`src/rtl/esi_pkg.sv`:
```
package esi_pkg;
   // register port addresses
   typedef enum logic {
      ADDR_FLAGS  = 1'b0,
      ADDR_ENABLE = 1'b1
   } esi_addr_e;

   localparam int NUM_SEQ = 2;
   localparam int ENW     = 3;
   localparam int EN_SEQA = 0;
   localparam int EN_SEQB = 1;
   localparam int EN_OVR  = 2;
   localparam int RSV_W   = 2;
endpackage

```
`src/rtl/esi_w1c_bank.sv`:
```
module esi_w1c_bank #(
   parameter int W = 28
) (
   input  logic         clk,
   input  logic         rst_n,
   input  logic [W-1:0] set_i,
   input  logic [W-1:0] clr_i,
   output logic [W-1:0] q_o
);
   if (W < 1) begin : g_bad_w
      $error("esi_w1c_bank: W must be positive");
   end

   for (genvar b = 0; b < W; b++) begin : g_bit
      logic q;
      always_ff @(posedge clk) begin
         if (!rst_n)        q <= 1'b0;
         else if (set_i[b]) q <= 1'b1;
         else if (clr_i[b]) q <= 1'b0;
      end
      assign q_o[b] = q;


      set_wins_chk: assert property (@(posedge clk) disable iff (!rst_n)
         set_i[b] |=> q_o[b]);

      clear_chk: assert property (@(posedge clk) disable iff (!rst_n)
         (clr_i[b] && !set_i[b]) |=> !q_o[b]);

      hold_chk: assert property (@(posedge clk) disable iff (!rst_n)
         (!clr_i[b] && !set_i[b]) |=> $stable(q_o[b]));
   end
endmodule

```
`src/rtl/esi_enable_reg.sv`:
```
module esi_enable_reg
   import esi_pkg::*;
(
   input  logic           clk,
   input  logic           rst_n,
   input  logic           we_i,
   input  logic [ENW-1:0] d_i,
   output logic [ENW-1:0] q_o
);
   always_ff @(posedge clk) begin
      if (!rst_n)    q_o <= '0;
      else if (we_i) q_o <= d_i;
   end


   en_load_chk: assert property (@(posedge clk) disable iff (!rst_n)
      we_i |=> q_o == $past(d_i));

   en_keep_chk: assert property (@(posedge clk) disable iff (!rst_n)
      !we_i |=> $stable(q_o));
endmodule

```
`src/rtl/esi_summary.sv`:
```
module esi_summary
   import esi_pkg::*;
#(
   parameter int NUM_CH = 12
) (
   input  logic [NUM_CH-1:0]         thr_flags_i,
   input  logic [NUM_CH+NUM_SEQ-1:0] ovr_flags_i,
   input  logic [NUM_SEQ-1:0]        seq_flags_i,
   input  logic [ENW-1:0]            en_i,
   output logic                      thr_sum_o,
   output logic                      ovr_sum_o,
   output logic                      irq_o
);
   logic [NUM_SEQ-1:0] seq_gated;

   for (genvar s = 0; s < NUM_SEQ; s++) begin : g_seq
      localparam int EN_IDX = (s == 0) ? EN_SEQA : EN_SEQB;
      assign seq_gated[s] = seq_flags_i[s] & en_i[EN_IDX];
   end

   always_comb begin
      thr_sum_o = |thr_flags_i;
      ovr_sum_o = en_i[EN_OVR] & (|ovr_flags_i);
      irq_o     = (|seq_gated) | thr_sum_o | ovr_sum_o;
   end
endmodule

```
`src/rtl/evt_status_irq.sv`:
```
module evt_status_irq
   import esi_pkg::*;
#(
   parameter int NUM_CH = 12,
   parameter int DATA_W = 32
) (
   input  logic                clk,
   input  logic                rst_n,
   input  logic [NUM_CH-1:0]   thr_evt_i,
   input  logic [NUM_CH-1:0]   ovr_evt_i,
   input  logic [NUM_SEQ-1:0]  seq_ovr_evt_i,
   input  logic [NUM_SEQ-1:0]  seq_done_evt_i,
   input  logic                wr_en_i,
   input  logic                wr_addr_i,
   input  logic [DATA_W-1:0]   wr_data_i,
   input  logic                rd_addr_i,
   output logic [DATA_W-1:0]   rd_data_o,
   output logic [DATA_W-1:0]   flags_o,
   output logic                irq_o
);
   // word layout, derived from the channel count
   localparam int GOVR_LSB    = 2 * NUM_CH;
   localparam int RSV_LSB     = GOVR_LSB + NUM_SEQ;
   localparam int SEQI_LSB    = RSV_LSB + RSV_W;
   localparam int THR_SUM_BIT = SEQI_LSB + NUM_SEQ;
   localparam int OVR_SUM_BIT = THR_SUM_BIT + 1;
   localparam int WORD_W      = OVR_SUM_BIT + 1;
   localparam int ST_LOW_W    = 2 * NUM_CH + NUM_SEQ;
   localparam int ST_W        = ST_LOW_W + NUM_SEQ;
   localparam logic [DATA_W-1:0] CLR_MASK =
      {{(DATA_W-ST_LOW_W){1'b0}}, {ST_LOW_W{1'b1}}} |
      ({{(DATA_W-NUM_SEQ){1'b0}}, {NUM_SEQ{1'b1}}} << SEQI_LSB);

   if (NUM_CH < 1) begin : g_bad_ch
      $error("evt_status_irq: NUM_CH must be positive");
   end
   if (WORD_W != DATA_W) begin : g_bad_w
      $error("evt_status_irq: flag layout must fill DATA_W exactly");
   end

   logic              wr_flags, wr_enable;
   logic [ST_W-1:0]   set_vec, clr_vec, st_q;
   logic [ENW-1:0]    en_q;
   logic              thr_sum, ovr_sum;

   assign wr_flags  = wr_en_i && (wr_addr_i == ADDR_FLAGS);
   assign wr_enable = wr_en_i && (wr_addr_i == ADDR_ENABLE);
   assign set_vec   = {seq_done_evt_i, seq_ovr_evt_i, ovr_evt_i, thr_evt_i};
   assign clr_vec   = wr_flags ? {wr_data_i[SEQI_LSB +: NUM_SEQ], wr_data_i[ST_LOW_W-1:0]}
                               : '0;

   esi_w1c_bank #(.W(ST_W)) i_bank (
      .clk   (clk),
      .rst_n (rst_n),
      .set_i (set_vec),
      .clr_i (clr_vec),
      .q_o   (st_q)
   );

   esi_enable_reg i_en (
      .clk   (clk),
      .rst_n (rst_n),
      .we_i  (wr_enable),
      .d_i   (wr_data_i[ENW-1:0]),
      .q_o   (en_q)
   );

   esi_summary #(.NUM_CH(NUM_CH)) i_sum (
      .thr_flags_i (st_q[NUM_CH-1:0]),
      .ovr_flags_i (st_q[ST_LOW_W-1:NUM_CH]),
      .seq_flags_i (st_q[ST_W-1:ST_LOW_W]),
      .en_i        (en_q),
      .thr_sum_o   (thr_sum),
      .ovr_sum_o   (ovr_sum),
      .irq_o       (irq_o)
   );

   assign flags_o   = {ovr_sum, thr_sum, st_q[ST_W-1:ST_LOW_W], {RSV_W{1'b0}},
                       st_q[ST_LOW_W-1:0]};
   assign rd_data_o = (rd_addr_i == ADDR_ENABLE) ? {{(DATA_W-ENW){1'b0}}, en_q} : flags_o;


   rsv_write_chk: assert property (@(posedge clk) disable iff (!rst_n)
      (wr_flags && ((wr_data_i & CLR_MASK) == '0) && (set_vec == '0)) |=> $stable(st_q));

   thr_sum_rise_chk: assert property (@(posedge clk) disable iff (!rst_n)
      $rose(flags_o[THR_SUM_BIT]) |-> $past(|thr_evt_i));

   ovr_sum_rise_chk: assert property (@(posedge clk) disable iff (!rst_n)
      $rose(flags_o[OVR_SUM_BIT]) |-> $past((|{ovr_evt_i, seq_ovr_evt_i}) || wr_enable));

   irq_cause_chk: assert property (@(posedge clk) disable iff (!rst_n)
      $rose(irq_o) |-> $past((|set_vec) || wr_enable));
endmodule

```
`config.mk`:
```
export PLATFORM = sky130hd
export DESIGN_NAME = evt_status_irq
export DESIGN_NICKNAME = d
export VERILOG_FILES = /design/src/rtl/esi_pkg.sv /design/src/rtl/esi_w1c_bank.sv /design/src/rtl/esi_enable_reg.sv /design/src/rtl/esi_summary.sv /design/src/rtl/evt_status_irq.sv
export SDC_FILE = /design/constraint.sdc
export NUM_CORES = 1
export LEC_CHECK = 0
export ABC_AREA = 0
export BUFFER_PORTS_ARGS = -buffer_cell sky130_fd_sc_hd__buf_2
export CORE_MARGIN = 2
export CORE_UTILIZATION = 38
export DETAILED_ROUTE_END_ITERATION = 6
export HOLD_SLACK_MARGIN = 0.08
export PLACE_DENSITY = 0.84
export SETUP_SLACK_MARGIN = 0.2
export SLEW_MARGIN = 15
export SYNTH_ARGS = -nofsm -noshare
export SYNTH_HDL_FRONTEND = slang
export SYNTH_HIERARCHICAL = 1
export SYNTH_SLANG_ARGS = --single-unit
```
`constraint.sdc`:
```
create_clock -name clk -period 1.4 [get_ports clk]
set_input_delay 0.21 -clock clk [delete_from_list [all_inputs] [get_ports clk]]
set_output_delay 0.21 -clock clk [all_outputs]
set_load 0.005 [all_outputs]
```
==> results of run 1 <==
power groups by stage:
stage | logic, mW | clock network (mW) | registers [mW]
final | 0.622 | 0.754 | 1.03
after global routing | 0.676 | 0.824 | 1.03
after floorplan | 0.382 | 0 | 0.987
after detailed placement | 0.541 | 0 | 1.01
after global placement | 0.533 | 0 | 1.01
after CTS | 0.583 | 0.786 | 1.02
metrics by stage:
step	cell area [sq um]	setup slack, ns	utilization (%)	power [mW]	TNS, ns
2_1_floorplan	2040	0.0374	-	1.37	0
6_report	2960	-0.376	58.3	2.40	-1.31
3_3_place_gp	2540	-0.123	50.1	1.54	-0.186
3_5_place_dp	2540	-0.149	50.1	1.55	-0.234
4_1_cts	2810	-0.372	55.3	2.38	-1.22
5_1_grt	2960	-0.435	58.3	2.53	-1.60
cells in the mapped netlist:
cell      count  area share, %
and3b_1      19            8.3
o21a_4        1           0.75
clkbuf_1      1           0.19
dfxtp_1      31             31
buf_4        35             13
inv_1         1           0.19
and3b_2       9            4.5
nand3_1       1           0.25
mux2i_1       3            1.5
nor4_1        6            1.9
nor2_1        1           0.19
mux2_4        3            2.3
buf_2         3           0.75
or3_1         1           0.31
buf_12        2            2.0
a41oi_1       1           0.44
buf_6         5            2.8
a22o_1        1           0.44
and2_1        1           0.31
o21a_1       27             10
conb_1        1           0.19
nor2b_1      58             18
kinds of logic (layout without fill, tap and decap cells):
| kind of cell | after synthesis | in the layout | share of synthesized area, % |
|---|---|---|---|
| simple gates | 96 | 96 | 34.0 |
| mux | 6 | 6 | 3.76 |
| other cells | 1 | 4 | 0.188 |
| compound gates | 30 | 30 | 11.8 |
| flops | 31 | 31 | 31.1 |
| buf+inv | 47 | 158 | 19.1 |
area by class of cell:
class                           count  area [sq um]  share of cell area, %
Multi-Input combinational cell    136          1190                   40.3
Timing Repair Buffer              149           915                   30.9
Sequential cell                    31           662                   22.4
Inverter                            1          3.75                  0.127
Clock buffer                        8           100                   3.38
Tap cell                           70          87.6                   2.96
layer usage:
| layer | track usage, % | up-vias | share of wire [%] |
|---|---|---|---|
| met5 | 0 | - | 0 |
| met4 | 5.09 | 0 | 1.5 |
| met3 | 5.09 | 10 | 6.2 |
| met2 | 33.9 | 79 | 51 |
| met1 | 20.6 | 803 | 42 |
| li1 | - | 900 | - |
worst paths after layout:
path                       from                 to  cells after the start
min reg2reg         i_en/q_o[2]        i_en/q_o[2]                      2
min                thr_evt_i[4]  i_bank/g_bit[4].q                      2
max          i_bank/g_bit[24].q              irq_o                      4
max reg2reg   i_bank/g_bit[6].q  i_bank/g_bit[6].q                      3
sequential cells by signal, summed over array words and instances (netlist names):
name,cells
i_bank/g_bit.q,28
i_en/q_o,3
repair_timing:
item,in CTS,in global routing
gates resized for setup,45,30
setup buffers,0,1
pin swaps,7,7
hold buffers,0,0
setup endpoints to repair,14,26
==> reports/results.ini, run 1 <==
[timing]
fmax_mhz = 563
maxSlewViolCount = 0
clock_skew_ns = 0
setup_ws_ns = -0.376
min_period_ns = 1.78
finalCritPeriodShare_pct = 127
setup_viol = 5
hold_ws_ns = 0.142
hold_violations = 0
rsz0062_at_grt = true

[finish]
layout_commonest_cell = buf_2
fill_cells = 452
areaGrowthSynthToFinish_pct = 48.4
final_cell_mix = buf_2 (116), nor2b_1 (46), o21a_1 (27)
fin_nets = 389
layout-drive-gt1-share_pct = 65.2
finalNonFillerCells = 395
diodes = 0

[cts]
clock_latency_ns = 0.27
clock-sinks = 31
htree_levels = 2
cts_tree = built
numCtsBuffers = 5
root_buffer = clkbuf_8
cts.clk_slew.worst_paths_ns = 0.06
clockBufferDepth = 2

[power_and_ir_drop]
p_leak_nw = 1.54
clkPwrFrac_pct = 31.4
power.density_nw_per_um2 = 812
irDropWorstVdd_v = 0.000386
pwr-share-seq_pct = 42.7
internal_power_mw = 1.78
switching_share_pct = 25.7
switchingPower_uw = 618
p_comb_share_pct = 25.9

[synth]
syn_area_sq_um = 1990
synth_cell_types = 22
yosys_warnings = 6
seq_area_frac_synth_pct = 31.1
ys_ff_latch = 31
syn_inst = 211
avgSynthCellArea_sq_um = 9.45

[die]
die_w_um = 76.4
core.rowCount = 26
die_area_sq_um = 5840
start_util_pct = 39.3
io_pins = 130
core_area_sq_um = 5070
die_y_um = 76.4

[worst_setup_path]
worst_setup_path_start_kind = flop
cp.arrival_ns = 1.57
critPathBufInv = 1
cp_slowest_stage_delay_ns = 0.34
end_kind = output pin
critPathSlowestCell = dfxtp_2
worst-setup-path-type = reg -> out
crit_path_cell_trace = nor4_4 -> a41oi_2 -> or3_1 -> buf_2
ff2ff_setup_slack_ns = 0.53
worstPathMaxFanout = 2
critical-path-top-delay-family = simple AND/OR/NAND/NOR gates
worstPathRequired_ns = 1.19

[routing]
drcViolationCount = 0
drtPass1Iterations = 3
initialDrtViolationCount = 19
wirelength_um = 5550
via_per_inst = 4.54
vias = 1792
final_antenna_net_count = 0
wire_per_inst_um = 14.0

[placed_design]
dp_hpwl_um = 3980
portBuffers = 121
dp_cells = 386
gp_congestion = 0.763

[global_route]
grt_pass1_vias = 1887
antenna_found_initial = 0
grt_start_max_net_pins = 32
grt_pass1_wl_um = 8730
track_usage_pct = 18.4
overflow = 0

[min_path]
hold_class = in -> reg

[flow_run]
cap_violations = 0

[status]
violations = negative setup slack
outcome = finished with violations

Note: power is estimated with default switching activity, not from simulation.
==> inputs of run 2 (changes only) <==
ABC_AREA = 1   (was 0)
CORE_UTILIZATION = 40   (was 38)
PLACE_DENSITY = 0.86   (was 0.84)
SLEW_MARGIN = 20   (was 15)
==> run 2 against run 1 <==
Compared with the run above: the run still ends with negative setup slack left; critical path depth rose by 4; total power shrank 3.8%; via count is 20% higher; non-clock buffer count shrank 15; cell area is 4.7% lower; fmax up 15%; clock-buffer cell count unchanged; die area grew 3.5%; wire length shrank 11%; highest routed layer unchanged.
==> reports/results.ini, run 2 <==
[status]
outcome = finished with violations  ; unchanged
violations = negative setup slack  ; unchanged

[timing]
setup_viol = 3  ; was 5
min_period_ns = 1.54  ; was 1.78 ns
hold_violations = 0  ; unchanged
fmax_mhz = 648  ; was 563 MHz
rsz0062_at_grt = true  ; unchanged
setup_ws_ns = -0.142  ; was -0.376 ns
hold_ws_ns = 0.168  ; was 0.142 ns
clock_skew_ns = 0  ; unchanged
finalCritPeriodShare_pct = 110  ; was 127%
maxSlewViolCount = 0  ; unchanged

[worst_setup_path]
worstPathRequired_ns = 1.19  ; about the same
ff2ff_setup_slack_ns = 0.61  ; was 0.53 ns
critPathBufInv = 3  ; was 1
cp_slowest_stage_delay_ns = 0.32  ; was 0.34 ns
crit_path_start = i_bank/g_bit[12].q  ; was i_bank/g_bit[24].q
worst-setup-path-type = reg -> out  ; unchanged
worstPathMaxFanout = 2  ; unchanged
critPathSlowestCell = dfxtp_2  ; unchanged
cp.arrival_ns = 1.33  ; was 1.57 ns
r2r-start = i_bank/g_bit[12].q  ; was i_bank/g_bit[6].q
worstReg2RegEnd = i_bank/g_bit[12].q  ; was i_bank/g_bit[6].q
cp_num_cells = 8  ; was 4
critical-path-top-delay-family = simple AND/OR/NAND/NOR gates  ; unchanged
crit_end = rd_data_o[31]  ; was irq_o
worst_setup_path_start_kind = flop  ; unchanged
ff2ff_path_depth = 4  ; was 3
end_kind = output pin  ; unchanged
crit_path_cell_trace = or2_1 -> nor2_2 -> nand2_2 -> nand2_2 -> inv_2 -> inv_2 -> nor2_1 -> buf_2  ; was nor4_4 -> a41oi_2 -> or3_1 -> buf_2

[synth]
muxShareOfSynthArea_pct = 0  ; was 3.76%
synthTopCellsByArea = dfxtp_1 (29%), inv_1 (20%), buf_4 (12%), nor2_1 (9.8%), nand2_1 (9.5%)  ; was dfxtp_1 (31%), nor2b_1 (18%), buf_4 (13%), o21a_1 (10%), and3b_1 (8.3%)
synth_commonest_cells = inv_1 (118), nor2_1 (57), nand2_1 (55)  ; was nor2b_1 (58), buf_4 (35), dfxtp_1 (31)
synth_cell_types = 16  ; was 22
synthArstFlopShare_pct = 0  ; unchanged
ys_ff_latch = 31  ; unchanged
avgSynthCellArea_sq_um = 6.12  ; was 9.45 sq um
seq_area_frac_synth_pct = 28.5  ; was 31.1%
syn_inst = 356  ; was 211
synth_compound_area_share_pct = 9.89  ; was 11.8%
synth_top_family_by_area = buffers and inverters  ; was simple AND/OR/NAND/NOR gates
synth.top_cell.area_share_pct = 28.5  ; was 31.1%
synth_top_area_cell = dfxtp_1  ; unchanged
synthFlopType = dfxtp_1  ; unchanged
yosys_warnings = 6  ; unchanged
synth-adder-area-share_pct = 0  ; unchanged
synth_edf_count = 0  ; unchanged
synthSimpleGateAreaFrac_pct = 26.4  ; was 34.0%
syn_area_sq_um = 2180  ; was 1990 sq um
synthXorXnorAreaFrac_pct = 0  ; unchanged
synth_most_common_cell = inv_1  ; was nor2b_1

[routing]
via_per_inst = 4.06  ; was 4.54
final_antenna_net_count = 0  ; unchanged
drtPass1Iterations = 4  ; was 3
wire_per_inst_um = 9.27  ; was 14.0 um
vias = 2151  ; was 1792
wirelength_um = 4910  ; was 5550 um
drcViolationCount = 0  ; unchanged
initialDrtViolationCount = 49  ; was 19

[finish]
seqCellArea_sq_um = 643  ; was 662 sq um
fin_nets = 524  ; was 389
diodes = 0  ; unchanged
fill_cells = 537  ; was 452
fin_util_pct = 54.5  ; was 58.3%
largest_reg_flops = 28  ; unchanged
final_cell_mix = buf_2 (121), inv_1 (112), nand2_1 (53)  ; was buf_2 (116), nor2b_1 (46), o21a_1 (27)
finalNonFillerCells = 530  ; was 395
reg_top3 = i_bank/g_bit.q x28, i_en/q_o x3  ; unchanged
layout_commonest_cell = buf_2  ; unchanged
top_register = i_bank/g_bit.q  ; unchanged
layout-drive-gt1-share_pct = 47.0  ; was 65.2%
areaGrowthSynthToFinish_pct = 29.6  ; was 48.4%
final_area_sq_um = 2820  ; was 2960 sq um
multi_input_area_sq_um = 826  ; was 1190 sq um

[min_path]
hold_class = in -> reg  ; unchanged

[global_route]
grt_start_max_net_pins = 29  ; was 32
antenna_found_initial = 0  ; unchanged
grt_pass1_vias = 1978  ; was 1887
track_usage_pct = 16.6  ; was 18.4%
grt_pass1_wl_um = 8220  ; was 8730 um
overflow = 0  ; unchanged

[cts]
ctsHoldBuffers = 0  ; unchanged
cts_tree = built  ; unchanged
numCtsBuffers = 5  ; unchanged
clockBufferDepth = 2  ; unchanged
htree_levels = 2  ; unchanged
clock-sinks = 31  ; unchanged
clock_latency_ns = 0.27  ; about the same
root_buffer = clkbuf_8  ; unchanged
cts.clk_slew.worst_paths_ns = 0.06  ; about the same

[die]
core.rowCount = 26  ; unchanged
die_y_um = 77.8  ; was 76.4 um
die_area_sq_um = 6050  ; was 5840 sq um
start_util_pct = 42.1  ; was 39.3%
io_pins = 130  ; unchanged
core_area_sq_um = 5170  ; was 5070 sq um
die_w_um = 77.8  ; was 76.4 um

[placed_design]
dp_cells = 513  ; was 386
dp_hpwl_um = 3960  ; was 3980 um
portBuffers = 121  ; unchanged
placed_area_sq_um = 2600  ; was 2540 sq um
gp_congestion = 0.803  ; was 0.763

[power_and_ir_drop]
p_leak_nw = 1.74  ; was 1.54 nW
power.density_nw_per_um2 = 819  ; was 812 nW/um^2
p_total_mw = 2.31  ; was 2.40 mW
irDropWorstVdd_v = 0.000504  ; was 0.000386 V

[flow_run]
cap_violations = 0  ; unchanged

-- run 2: changes by cell type after synthesis, sizes merged, moves of 3 or more --
cell and delta:
inv +118, nor2 +76, nor2b -58, nand2 +57, a21oi +28, and3b -28, o21a -28, nor4 -6
buf -4, mux2 -3, mux2i -3
-- run 2: worst reg2reg max path, stage by stage (launching register included) --
cell	delay (ns)
dfxtp_2	0.32
buf_4	0.13
buf_6	0.11
nand2_1	0.07
a21oi_2	0.05
-- run 2: routing by layer --
metal / track usage (%) / wire (um) / vias to the layer above
met5: 0 / 0 / -
met4: 5.18 / 23 / 0
met3: 4.77 / 324 / 2
met2: 29.7 / 2500 / 69
met1: 19.0 / 2060 / 940
li1: - / - / 1140
-- run 2: logic make-up after synthesis --
logic type             count (synthesis)
flip-flops                            31
other                                  1
AND/OR/NAND/NOR                      136
AO/OA/AOI/OAI                         28
buffers and inverters                160
-- run 2: power breakdown --
group,internal [mW],switching (mW)
Sequential,0.956,0.0573
Combinational,0.268,0.279
Clock,0.448,0.302
-- run 2: per-stage QoR --
| stage | TNS [ns] | setup slack (ns) |
|---|---|---|
| after floorplan | 0 | 0.208 |
| after global placement | 0 | 0.117 |
| after detailed placement | 0 | 0.116 |
| after CTS | -0.306 | -0.143 |
| after global routing | -0.641 | -0.234 |
| final | -0.314 | -0.142 |
-- run 2: how the worst min path moves through the flow --
stage                                     to           from  cells past startpoint
after global placement     i_bank/g_bit[8].q   thr_evt_i[8]                      3
after CTS                  i_bank/g_bit[9].q   thr_evt_i[9]                      3
after global routing      i_bank/g_bit[18].q   ovr_evt_i[6]                      3
after detailed placement  i_bank/g_bit[18].q   ovr_evt_i[6]                      3
after floorplan                  i_en/q_o[0]          rst_n                      2
final                     i_bank/g_bit[11].q  thr_evt_i[11]                      3
-- run 2: final cells by class --
type,count,share of cell area (%)
Multi-Input combinational cell,168,29.3
Clock buffer,8,3.55
Sequential cell,31,22.8
Inverter,119,15.8
Tap cell,70,3.10
Timing Repair Buffer,134,25.5
-- run 2: timing repair --
action                     CTS  global route
cloned                       0             0
setup buffers                8             1
setup endpoints to repair    5            13
pin swaps                    7            10
resized for setup           19            18
==> inputs of run 3 (changes only) <==
RECOVER_POWER = 50   (was unset)
==> run 3 against run 2 <==
Compared with the run above: the flow still finishes with violations (negative setup slack); sequential power barely moved; clock-buffer cell count did not move; cell count did not move; worst setup slack improved by 0.0058 ns; core utilization fell by 1.4 points; total power fell by 0.84%; die area did not move.
==> reports/results.ini, run 3 (synthesis results as in run 2) <==
[timing]
fmax_mhz = 651  ; was 648 MHz
relSlewSlack_pct = 56.1
maxSlewViolCount = 0  ; unchanged
setup_viol = 4  ; was 3
clock_skew_ns = 0  ; unchanged
hold_violations = 0  ; unchanged
finalCritPeriodShare_pct = 110  ; about the same
rsz0062_at_grt = true  ; unchanged
setup_ws_ns = -0.137  ; was -0.142 ns
worst_pin_slew_ns = 0.656
min_period_ns = 1.54  ; about the same
finalSetupTns_ns = -0.298  ; was -0.314 ns

[global_route]
grt_pass1_vias = 1978  ; unchanged
grt_start_max_net_pins = 29  ; unchanged
overflow = 0  ; unchanged
grt_pass1_wl_um = 8220  ; unchanged
antenna_found_initial = 0  ; unchanged
track_usage_pct = 16.6  ; unchanged

[worst_setup_path]
ff2ff_path_depth = 4  ; unchanged
end_kind = output pin  ; unchanged
worst_setup_path_start_kind = flop  ; unchanged
worstReg2RegEnd = i_bank/g_bit[12].q  ; unchanged
critPathSlowestCell = dfxtp_2  ; unchanged
crit_path_cell_trace = or2_1 -> nor2_2 -> nand2_2 -> nand2_2 -> inv_2 -> inv_2 -> nor2_1 -> buf_2  ; unchanged
r2r-start = i_bank/g_bit[12].q  ; unchanged
cp.arrival_ns = 1.33  ; about the same
worst-setup-path-type = reg -> out  ; unchanged
worstPathRequired_ns = 1.19  ; about the same
cp_slowest_stage_delay_ns = 0.32  ; about the same
worstPathMaxFanout = 2  ; unchanged
ff2ff_setup_slack_ns = 0.62  ; was 0.61 ns

[placed_design]
dp_cells = 513  ; unchanged
gp_congestion = 0.803  ; unchanged
portBuffers = 121  ; unchanged
dp_hpwl_um = 3960  ; unchanged

[routing]
drcViolationCount = 0  ; unchanged
via_per_inst = 4.06  ; about the same
final_antenna_net_count = 0  ; unchanged
wire_per_inst_um = 9.31  ; was 9.27 um
drtPass1Iterations = 4  ; unchanged
vias = 2154  ; was 2151
wirelength_um = 4940  ; was 4910 um
initialDrtViolationCount = 43  ; was 49

[cts]
numCtsBuffers = 5  ; unchanged
cts_tree = built  ; unchanged
root_buffer = clkbuf_8  ; unchanged
ctsHoldBuffers = 0  ; unchanged
cts.clk_slew.worst_paths_ns = 0.06  ; about the same
htree_levels = 2  ; unchanged
clock_latency_ns = 0.27  ; about the same
clockBufferDepth = 2  ; unchanged
clock-sinks = 31  ; unchanged

[finish]
diodes = 0  ; unchanged
fin_nets = 524  ; unchanged
reg_top3 = i_bank/g_bit.q x28, i_en/q_o x3  ; unchanged
areaGrowthSynthToFinish_pct = 26.3  ; was 29.6%
fin_util_pct = 53.1  ; was 54.5%
finalNonFillerCells = 530  ; unchanged
largest_reg_flops = 28  ; unchanged
final_cell_mix = buf_2 (121), inv_1 (112), nor2_1 (64)  ; was buf_2 (121), inv_1 (112), nand2_1 (53)
top_register = i_bank/g_bit.q  ; unchanged
fill_cells = 550  ; was 537
layout-drive-gt1-share_pct = 40.7  ; was 47.0%
layout_commonest_cell = buf_2  ; unchanged

[status]
outcome = finished with violations  ; unchanged
violations = negative setup slack  ; unchanged

[power_and_ir_drop]
irDropWorstVdd_v = 0.000505  ; was 0.000504 V
p_leak_nw = 1.73  ; was 1.74 nW
p_total_mw = 2.29  ; was 2.31 mW
power.density_nw_per_um2 = 833  ; was 819 nW/um^2

[min_path]
worstHoldStart = thr_evt_i[9]  ; was thr_evt_i[11]
whs_endpoint = i_bank/g_bit[9].q  ; was i_bank/g_bit[11].q
whs_path_depth = 3  ; unchanged
hold_class = in -> reg  ; unchanged

[die]
core_area_sq_um = 5170  ; unchanged
die_y_um = 77.8  ; unchanged
io_pins = 130  ; unchanged
core.rowCount = 26  ; unchanged
die_w_um = 77.8  ; unchanged
start_util_pct = 42.1  ; unchanged
die_area_sq_um = 6050  ; unchanged

[flow_run]
cap_violations = 0  ; unchanged

[run 3: area by class of cell]
class / count / area (sq um) / share of cell area (%)
sequential: 31 / 631 / 22.9
tap: 70 / 87.6 / 3.19
inverter: 119 / 447 / 16.2
timing repair buffer: 134 / 718 / 26.1
clock buffer: 8 / 100 / 3.64
multi-input combinational: 168 / 766 / 27.9
[run 3: worst max-delay path: cells and delay by family, from the launching register on]
| kind | cells | cell delay, ns |
|---|---|---|
| DFF | 1 | 0.32 |
| and+or+nand+nor | 5 | 0.53 |
| buffers and inverters | 3 | 0.19 |
[run 3: how the worst max path moves through the flow]
stage | from | end | slack [ns] | cells past startpoint
floorplan | i_bank/g_bit[13].q | flags_o[31] | 0.21 | 7
global placement | i_bank/g_bit[13].q | rd_data_o[31] | 0.12 | 8
detailed placement | i_bank/g_bit[13].q | rd_data_o[31] | 0.12 | 8
CTS | i_bank/g_bit[13].q | rd_data_o[31] | -0.14 | 8
global route | i_bank/g_bit[12].q | rd_data_o[31] | -0.23 | 8
finish | i_bank/g_bit[12].q | rd_data_o[31] | -0.14 | 8
[run 3: what timing repair did]
action,CTS,global route
setup buffers,8,1
hold endpoints to repair,0,0
setup endpoints to repair,5,13
gates resized for setup,19,18
pin swaps,7,10
[run 3: report_power, final]
group / internal (mW) / switching [mW]
Combinational: 0.262 / 0.266
Clock: 0.448 / 0.307
Sequential: 0.951 / 0.0576
[run 3: through the flow]
stage               instance area, sq um  hold slack, ns  setup WS (ns)
finish                              2750           0.161         -0.137
global route                        2750           0.150         -0.234
CTS                                 2780           0.159         -0.143
detailed placement                  2600           0.460          0.116
global placement                    2600           0.451          0.117
floorplan                           2190           0.330          0.208
[run 3: layer usage]
metal | share of wire, % | global-route usage [%] | vias to the layer above
li1 | - | - | 1139
met5 | 0 | 0 | -
met4 | 0.89 | 5.18 | 0
met1 | 42 | 19.0 | 944
met2 | 51 | 29.7 | 67
met3 | 6.1 | 4.77 | 4
